--- src/rtl/sigchk_pkg.sv ---
package sigchk_pkg;

    localparam int SKIP_BYTES = 64;
    localparam int PFX_BYTES  = 16;
    localparam int WIN_BYTES  = 32;
    localparam int ZERO_MIN   = 204;
    localparam int MAX_TRIES  = 5;
    localparam int TRK_LO     = 7;
    localparam int TRK_HI     = 10;

    typedef enum logic [1:0] {
        SQ_IDLE  = 2'd0,
        SQ_ISSUE = 2'd1,
        SQ_WAIT  = 2'd2,
        SQ_DONE  = 2'd3
    } sq_state_e;

    typedef enum logic {
        MODE_DATA  = 1'b0,
        MODE_CLOCK = 1'b1
    } rd_mode_e;

    typedef struct packed {
        logic vld;
        logic pass;
    } verdict_t;

    function automatic logic [3:0] zeros8(input logic [7:0] b);
        logic [3:0] n;
        n = 4'd0;
        for (int i = 0; i < 8; i++) begin
            if (!b[i]) n = n + 4'd1;
        end
        return n;
    endfunction

    function automatic logic [7:0] pfx_const(input rd_mode_e m);
        return (m == MODE_CLOCK) ? 8'h00 : 8'hFF;
    endfunction

endpackage

--- src/rtl/sigchk_zero_acc.sv ---
module sigchk_zero_acc
    import sigchk_pkg::*;
#(
    parameter int WIN_LEN = WIN_BYTES,
    localparam int ZC_W   = $clog2(WIN_LEN * 8 + 1)
) (
    input  logic            clk,
    input  logic            rst,
    input  logic            clr,
    input  logic            add_en,
    input  logic [7:0]      byte_data,
    output logic [ZC_W-1:0] total,
    output logic [ZC_W-1:0] total_next
);

    logic [3:0] byte_zeros;

    always_comb begin
        byte_zeros = zeros8(byte_data);
        total_next = total + ZC_W'(byte_zeros);
    end

    always_ff @(posedge clk) begin
        if (rst || clr) begin
            total <= '0;
        end else if (add_en) begin
            total <= total_next;
        end
    end


    zc_bound_chk: assert property (@(posedge clk) disable iff (rst)
        total <= ZC_W'(WIN_LEN * 8));

endmodule

--- src/rtl/sigchk_window.sv ---
module sigchk_window
    import sigchk_pkg::*;
#(
    parameter int SKIP_LEN = SKIP_BYTES,
    parameter int PFX_LEN  = PFX_BYTES,
    parameter int WIN_LEN  = WIN_BYTES,
    parameter int ZMIN     = ZERO_MIN
) (
    input  logic       clk,
    input  logic       rst,
    input  logic       clr,
    input  logic       en,
    input  rd_mode_e   mode,
    input  logic       byte_vld,
    input  logic [7:0] byte_data,
    output verdict_t   verdict
);

    localparam int TOTAL     = SKIP_LEN + PFX_LEN + WIN_LEN;
    localparam int IDX_W     = $clog2(TOTAL);
    localparam int WIN_START = SKIP_LEN + PFX_LEN;
    localparam int ZC_W      = $clog2(WIN_LEN * 8 + 1);

    localparam logic [IDX_W-1:0] PFX_FIRST = IDX_W'(SKIP_LEN);
    localparam logic [IDX_W-1:0] WIN_FIRST = IDX_W'(WIN_START);
    localparam logic [IDX_W-1:0] IDX_LAST  = IDX_W'(TOTAL - 1);
    localparam logic [ZC_W-1:0]  ZC_MIN    = ZC_W'(ZMIN);

    logic [IDX_W-1:0] idx;
    logic             take;
    logic             in_pfx;
    logic             in_win;
    logic             at_last;
    logic             mismatch;
    logic [ZC_W-1:0]  zc_total;
    logic [ZC_W-1:0]  zc_next;

    always_comb begin
        take     = en && byte_vld;
        in_pfx   = (idx >= PFX_FIRST) && (idx < WIN_FIRST);
        in_win   = (idx >= WIN_FIRST);
        at_last  = (idx == IDX_LAST);
        mismatch = in_pfx && (byte_data != pfx_const(mode));
        verdict.vld  = take && (mismatch || at_last);
        verdict.pass = take && at_last && !mismatch && (zc_next >= ZC_MIN);
    end

    always_ff @(posedge clk) begin
        if (rst || clr) begin
            idx <= '0;
        end else if (take && !at_last) begin
            idx <= idx + IDX_W'(1);
        end
    end

    sigchk_zero_acc #(
        .WIN_LEN (WIN_LEN)
    ) u_zacc (
        .clk        (clk),
        .rst        (rst),
        .clr        (clr),
        .add_en     (take && in_win),
        .byte_data  (byte_data),
        .total      (zc_total),
        .total_next (zc_next)
    );


    idx_hold_chk: assert property (@(posedge clk) disable iff (rst)
        (!en && !clr) |=> $stable(idx));


    idx_range_chk: assert property (@(posedge clk) disable iff (rst)
        idx <= IDX_LAST);


    zc_window_chk: assert property (@(posedge clk) disable iff (rst)
        (idx <= WIN_FIRST) |-> (zc_total == '0));

endmodule

--- src/rtl/sigchk_sequencer.sv ---
module sigchk_sequencer
    import sigchk_pkg::*;
#(
    parameter int TRIES  = MAX_TRIES,
    parameter int FIRST  = TRK_LO,
    parameter int LAST   = TRK_HI,
    localparam int TRK_W = $clog2(LAST + 1),
    localparam int TRY_W = $clog2(TRIES + 1)
) (
    input  logic             clk,
    input  logic             rst,
    input  logic             start,
    input  verdict_t         verdict,
    output logic             rd_en,
    output logic             rd_clr,
    output rd_mode_e         rd_mode,
    output logic             req_vld,
    output logic             req_seek,
    output logic [TRK_W-1:0] req_trk,
    output logic             busy,
    output logic             done,
    output logic             pass
);

    localparam logic [TRK_W-1:0] TRK_FIRST = TRK_W'(FIRST);
    localparam logic [TRK_W-1:0] TRK_LAST  = TRK_W'(LAST);
    localparam logic [TRY_W-1:0] TRY_LAST  = TRY_W'(TRIES - 1);

    sq_state_e        state;
    logic [TRK_W-1:0] trk;
    logic [TRY_W-1:0] tries;
    rd_mode_e         mode;
    logic             seek;
    logic             pass_r;

    always_ff @(posedge clk) begin
        if (rst) begin
            state  <= SQ_IDLE;
            trk    <= TRK_FIRST;
            tries  <= '0;
            mode   <= MODE_DATA;
            seek   <= 1'b0;
            pass_r <= 1'b0;
        end else if (start) begin
            state  <= SQ_ISSUE;
            trk    <= TRK_FIRST;
            tries  <= '0;
            mode   <= MODE_DATA;
            seek   <= 1'b1;
            pass_r <= 1'b0;
        end else begin
            unique case (state)
                SQ_ISSUE: state <= SQ_WAIT;
                SQ_WAIT: begin
                    if (verdict.vld && verdict.pass) begin
                        if (mode == MODE_DATA) begin
                            mode  <= MODE_CLOCK;
                            seek  <= 1'b0;
                            state <= SQ_ISSUE;
                        end else begin
                            pass_r <= 1'b1;
                            state  <= SQ_DONE;
                        end
                    end else if (verdict.vld) begin
                        mode <= MODE_DATA;
                        if (tries != TRY_LAST) begin
                            tries <= tries + TRY_W'(1);
                            seek  <= 1'b0;
                            state <= SQ_ISSUE;
                        end else if (trk == TRK_LAST) begin
                            pass_r <= 1'b0;
                            state  <= SQ_DONE;
                        end else begin
                            trk   <= trk + TRK_W'(1);
                            tries <= '0;
                            seek  <= 1'b1;
                            state <= SQ_ISSUE;
                        end
                    end
                end
                default: state <= state;
            endcase
        end
    end

    always_comb begin
        rd_en    = (state == SQ_WAIT);
        rd_clr   = (state == SQ_ISSUE) || start;
        rd_mode  = mode;
        req_vld  = (state == SQ_ISSUE);
        req_seek = seek;
        req_trk  = trk;
        busy     = (state == SQ_ISSUE) || (state == SQ_WAIT);
        done     = (state == SQ_DONE);
        pass     = pass_r;
    end


    trk_range_chk: assert property (@(posedge clk) disable iff (rst)
        busy |-> (req_trk >= TRK_FIRST && req_trk <= TRK_LAST));


    try_bound_chk: assert property (@(posedge clk) disable iff (rst)
        tries <= TRY_LAST);


    clk_noseek_chk: assert property (@(posedge clk) disable iff (rst)
        (req_vld && req_mode_is_clock()) |-> !req_seek);


    done_hold_chk: assert property (@(posedge clk) disable iff (rst)
        (done && !start) |=> (done && $stable(pass) && $stable(req_trk)));


    start_req_chk: assert property (@(posedge clk) disable iff (rst)
        start |=> (req_vld && req_seek && req_trk == TRK_FIRST && rd_mode == MODE_DATA));


    onehot_status_chk: assert property (@(posedge clk) disable iff (rst)
        $onehot0({busy, done}));

    function automatic logic req_mode_is_clock();
        return rd_mode == MODE_CLOCK;
    endfunction

endmodule

--- src/rtl/sigchk_top.sv ---
module sigchk_top
    import sigchk_pkg::*;
#(
    parameter int SKIP_LEN = SKIP_BYTES,
    parameter int PFX_LEN  = PFX_BYTES,
    parameter int WIN_LEN  = WIN_BYTES,
    parameter int ZMIN     = ZERO_MIN,
    parameter int TRIES    = MAX_TRIES,
    parameter int FIRST    = TRK_LO,
    parameter int LAST     = TRK_HI,
    localparam int TRK_W   = $clog2(LAST + 1)
) (
    input  logic             clk,
    input  logic             rst,
    input  logic             start,
    input  logic             byte_vld,
    input  logic [7:0]       byte_data,
    output logic             req_vld,
    output logic             req_seek,
    output logic [TRK_W-1:0] req_trk,
    output logic             req_mode,
    output logic             busy,
    output logic             done,
    output logic             pass
);

    verdict_t verdict;
    logic     rd_en;
    logic     rd_clr;
    rd_mode_e rd_mode;

    sigchk_window #(
        .SKIP_LEN (SKIP_LEN),
        .PFX_LEN  (PFX_LEN),
        .WIN_LEN  (WIN_LEN),
        .ZMIN     (ZMIN)
    ) u_window (
        .clk       (clk),
        .rst       (rst),
        .clr       (rd_clr),
        .en        (rd_en),
        .mode      (rd_mode),
        .byte_vld  (byte_vld),
        .byte_data (byte_data),
        .verdict   (verdict)
    );

    sigchk_sequencer #(
        .TRIES (TRIES),
        .FIRST (FIRST),
        .LAST  (LAST)
    ) u_seq (
        .clk      (clk),
        .rst      (rst),
        .start    (start),
        .verdict  (verdict),
        .rd_en    (rd_en),
        .rd_clr   (rd_clr),
        .rd_mode  (rd_mode),
        .req_vld  (req_vld),
        .req_seek (req_seek),
        .req_trk  (req_trk),
        .busy     (busy),
        .done     (done),
        .pass     (pass)
    );

    assign req_mode = rd_mode;


    verdict_in_read_chk: assert property (@(posedge clk) disable iff (rst)
        verdict.vld |=> (req_vld || done));

endmodule

--- config.mk ---
export PLATFORM = sky130hd
export DESIGN_NAME = sigchk_top
export DESIGN_NICKNAME = d
export VERILOG_FILES = /design/src/rtl/sigchk_pkg.sv /design/src/rtl/sigchk_zero_acc.sv /design/src/rtl/sigchk_window.sv /design/src/rtl/sigchk_sequencer.sv /design/src/rtl/sigchk_top.sv
export SDC_FILE = /design/constraint.sdc
export NUM_CORES = 1
export LEC_CHECK = 0
export ABC_AREA = 1
export BUFFER_PORTS_ARGS = -buffer_cell sky130_fd_sc_hd__buf_2
export CORE_AREA = 2 2 70 66
export DETAILED_ROUTE_END_ITERATION = 10
export DIE_AREA = 0 0 72 68
export PLACE_DENSITY = 0.8
export SYNTH_ARGS = -nofsm -noshare
export SYNTH_HDL_FRONTEND = slang
export SYNTH_HIERARCHICAL = 1
export SYNTH_SLANG_ARGS = --single-unit
--- constraint.sdc ---
create_clock -name clk -period 14 [get_ports clk]
set_clock_uncertainty 0.1 [all_clocks]
set_input_delay 2.1 -clock clk [delete_from_list [all_inputs] [get_ports clk]]
set_output_delay 2.1 -clock clk [all_outputs]
set_load 0.02 [all_outputs]
### Yosys cells after proc, flatten, opt, wreduce, memory -nomap -nowiden

Cells that the tools add are included.

| word-level totals | value |
|---|---|
| register bits after elaboration | 28 |
| output and inout port bits | 10 |
| word-level logic and storage cells | 103 |

| operators by class | value |
|---|---|
| add/subtract/negate cells | 11 |
| order comparisons | 4 |
| equal/unequal tests | 14 |
| multiplexer cells | 32 |
| bitwise logic cells | 3 |
| reductions and logical operators | 30 |

Operators by type and width:

| operator | number |
|---|---|
| $add A4 B1 Y4 const B | 8 |
| $mux W4 | 7 |
| $mux W1 | 16 |
| $ge A7 B7 Y1 const B | 2 |
| $logic_and A1 B1 Y1 | 10 |
| $mux W2 | 5 |
| $reduce_and A5 Y1 | 2 |
| $add A9 B4 Y9 | 1 |
| $ge A9 B8 Y1 const B | 1 |
| $mux W8 | 1 |
| $ne A4 B2 Y1 const B | 2 |
| $ne A8 B8 Y1 | 1 |
| $reduce_and A4 Y1 | 2 |
| $reduce_bool A2 Y1 | 4 |
| $add A7 B1 Y7 const B | 1 |
| $eq A7 B7 Y1 const B | 1 |
| $lt A7 B7 Y1 const B | 1 |
| $mux W3 | 2 |
| $ne A2 B1 Y1 const B | 3 |
| $ne A3 B3 Y1 const B | 2 |
| $reduce_and A2 Y1 | 3 |
| $reduce_bool A3 Y1 | 2 |
| $eq A2 B2 Y1 const B | 2 |
| $eq A4 B4 Y1 const B | 1 |
| 8 further kinds | 14 |

### Logic depth before layout (Yosys ltp)

| logic depth | value |
|---|---|
| depth after elaboration | 22 |
| depth in mapped cells | 38 |
| depth with buffers taken out | 38 |

### By module

Netlist, hierarchy kept.

By module, submodules not included:

| module | times used | cells an instance | area each (µm²) |
|---|---|---|---|
| sigchk_zero_acc | 1 | 210 | 1,273.7 |
| sigchk_sequencer | 1 | 102 | 706.9 |
| sigchk_window | 1 | 83 | 515.5 |

### Least setup slack after synthesis

OpenSTA, ideal clock, no wires.

| timing path | value |
|---|---|
| path type | input-to-reg |
| start | in byte_data[0] |
| end | reg u_seq.trk[2] (netlist: u_seq/req_trk[2]) |
| library setup time | 125 ps |
| data arrival time | 6,352 ps |
| setup slack | 7,423 ps |
| cell stages on the path | 32 |
| buffers on the path | 0 |
| cell sequence | inv_1 > ha_1 > xnor2_1 > ha_1 > or2_2 > nand2_1 > nand2_1 > nand3_1 > nand2_1 > ha_1 > nand2_1 > nand2_1 > nand2_1 > nand2_1 > nand2_1 > nand2_1 > ha_1 > o21ai_0 > fa_1 > nor2_1 > a211oi_1 > nor3_1 > nand3_1 > xor2_1 > a31oi_1 > nor2_1 > nand2_1 > nand2_2 > nor2_4 > nand2_1 > nand2_1 > nand3_1 |

RTL lines:

| item | line | text |
|---|---|---|
| start: declaration | sigchk_top.sv:17 | `input logic [7:0] byte_data,` |
| end signal: assignment | sigchk_sequencer.sv:74 | `trk <= trk + TRK_W'(1);` |
| end: declaration | sigchk_sequencer.sv:30 | `logic [TRK_W-1:0] trk;` |

==> results.cfg <==
[detailed_routing]
dr_wl_met3_um = 137
wl_met1_um = 2490
routed_wirelength_um = 4940
drc_errors = 0
vias = 2395
first_pass_iters = 4
wl_per_cell_um = 10.6
route.met2.wl_um = 2250
drt-initial-drc-count = 115
postRouteAntennaNets = 0
via_per_inst = 5.14
highest_layer = met4

[placement]
dpl.hpwl_um = 3990
place_ws_ps = 6770
placedCellCount = 462
place.gp.congestion = 0.930
placed_cell_area_um2 = 2640
port_buffers = 21

[floorplan]
core_area_um2 = 4230
io_pins = 22
die_y_um = 68
row_count = 23
die_area_um2 = 4900
start_util = 0.589
die_width_um = 72

[synth]
syn-instance-count = 394
ys.warnings.count = 6
netlist_area_um2 = 2490
synth_nets = 428
avgSynthCellArea_um2 = 6.33

[global_routing]
grt_pass1_wl_um = 8620
grt_usage = 0.215
grt_pass1_vias = 2143
grt_max_degree = 17
antenna_found_initial = 0
overflow = 0

[worst_setup_path]
crit_type = primary input to register
cp.arrival_ps = 7080
required_ps = 14120
end_kind = register
path_common_cell = nand2_1
cpMaxStageDelayCell = fa_1
max_stage_delay_ps = 450
critPathMaxFanout = 5
critPathLaunchType = primary input

[timing]
whs_ps = 374
setup_violations = 0
fin_crit_ps = 6960
slew_viol_final = 0
worst_slew_pin_slew_ps = 936
fmax_mhz = 144
layout_setup_ws_ps = 7040
rsz0062_at_grt = no
hold_viol = 0
fin_crit_sh = 0.497
relSlewSlack = 0.372
setup_tns_ps = 0

[clock_tree]
ctsResizeCount = 0
hold_buffers = 0
clock_latency_ps = 280
clockBufferDepth = 2
clk_pin_slew_worst_paths_ps = 100
cts.sinks = 28
postCtsSetupRepairBufs = 0
cts_made_buffers = 3
root_buffer = clkbuf_8
cts_max_level = 1
cts_tree = done

[power_and_ir_drop]
peakVddDrop_mv = 0.0536
p_leak_nw = 1.38
power.density_nw_per_um2 = 74.2

[worst_hold_path]
hold_class = register to register

[run_status]
status = completed

[cells_and_area]
drive_gt1_frac = 0.163
syn2layout_area_growth_pct = 8.84
stdcell_count = 466
antenna-diode-count = 0
fillers = 396
design_area_um2 = 2710
multi_input_comb_area_um2 = 1670
nets = 451
final-seq-area_um2 = 561

[job]
cap_violations = 0
==> cell type report <==
cell class	count	share of cell area
Clock buffer	3	0.0152
Clock inverter	1	0.0111
Inverter	65	0.0904
Multi-Input combinational cell	298	0.615
Sequential cell	28	0.207
Tap cell	50	0.0231
Timing Repair Buffer	21	0.0387
==> final timing paths <==
check / slack [ps] / cells after the start / end / startpoint
hold reg to reg: 370 / 2 / u_seq/req_seek$_SDFFE_PP0P_ / u_seq/req_seek$_SDFFE_PP0P_
setup / recovery: 7040 / 33 / u_seq/req_trk[3]$_SDFFE_PP0P_ / byte_data[0]
setup reg to reg: 11130 / 16 / u_seq/req_trk[3]$_SDFFE_PP0P_ / u_window/u_zacc/total[0]$_SDFFE_PP0P_
hold / removal: 370 / 2 / u_seq/req_seek$_SDFFE_PP0P_ / u_seq/req_seek$_SDFFE_PP0P_
==> sequential cells by signal, summed over array words and instances, names as in the netlist <==
register and count:
u_seq/pass 1, u_window/idx 7, u_seq/req_trk 4, u_seq/req_seek 1
u_window/u_zacc/total 9, u_seq/rd_mode 1, u_seq/state 2, u_seq/tries 3
==> routing by layer <==
| layer | up-vias | global-route usage |
|---|---|---|
| li1 | 1294 | - |
| met1 | 1058 | 0.279 |
| met2 | 37 | 0.378 |
| met3 | 6 | 0.0236 |
| met4 | 0 | 0.0660 |
| met5 | - | 0 |
==> layout by cell type, fill, tap and decap left out, drive strengths merged <==
| cell | count |
|---|---|
| xor2 | 8 |
| nand3 | 46 |
| inv | 64 |
| nor3 | 8 |
| a21oi | 16 |
| or2 | 4 |
| o21ai | 19 |
| fa | 1 |
| clkbuf | 3 |
| ha | 21 |
| dfxtp | 28 |
| xnor2 | 2 |
| nor2 | 49 |
| nand4 | 5 |
| bufinv | 1 |
| buf | 21 |
| a31oi | 2 |
| a211oi | 4 |
| clkinv | 1 |
| nand2 | 113 |
==> power by group <==
group	internal (mW)	switching, mW
clock	0.0383	0.0255
combinational	0.0202	0.0366
sequential	0.0802	0.000547
total	0.139	0.0626
==> critical path, delay by kind of cell <==
kind | cells | cell delay, ps
and+or+nand+nor | 19 | 2140
buffers and inverters | 3 | 270
adders and majority gates | 5 | 1670
xor gates and xnor gates | 2 | 480
AOI/OAI and AO/OA | 4 | 390
==> metrics by stage <==
stage / power (mW) / utilization
6_report: 0.201 / 0.641
5_1_grt: 0.215 / 0.641
4_1_cts: 0.204 / 0.641
3_5_place_dp: 0.139 / 0.624
3_3_place_gp: 0.138 / 0.624
2_1_floorplan: 0.127 / -
Power figures use the tool's default switching activity.
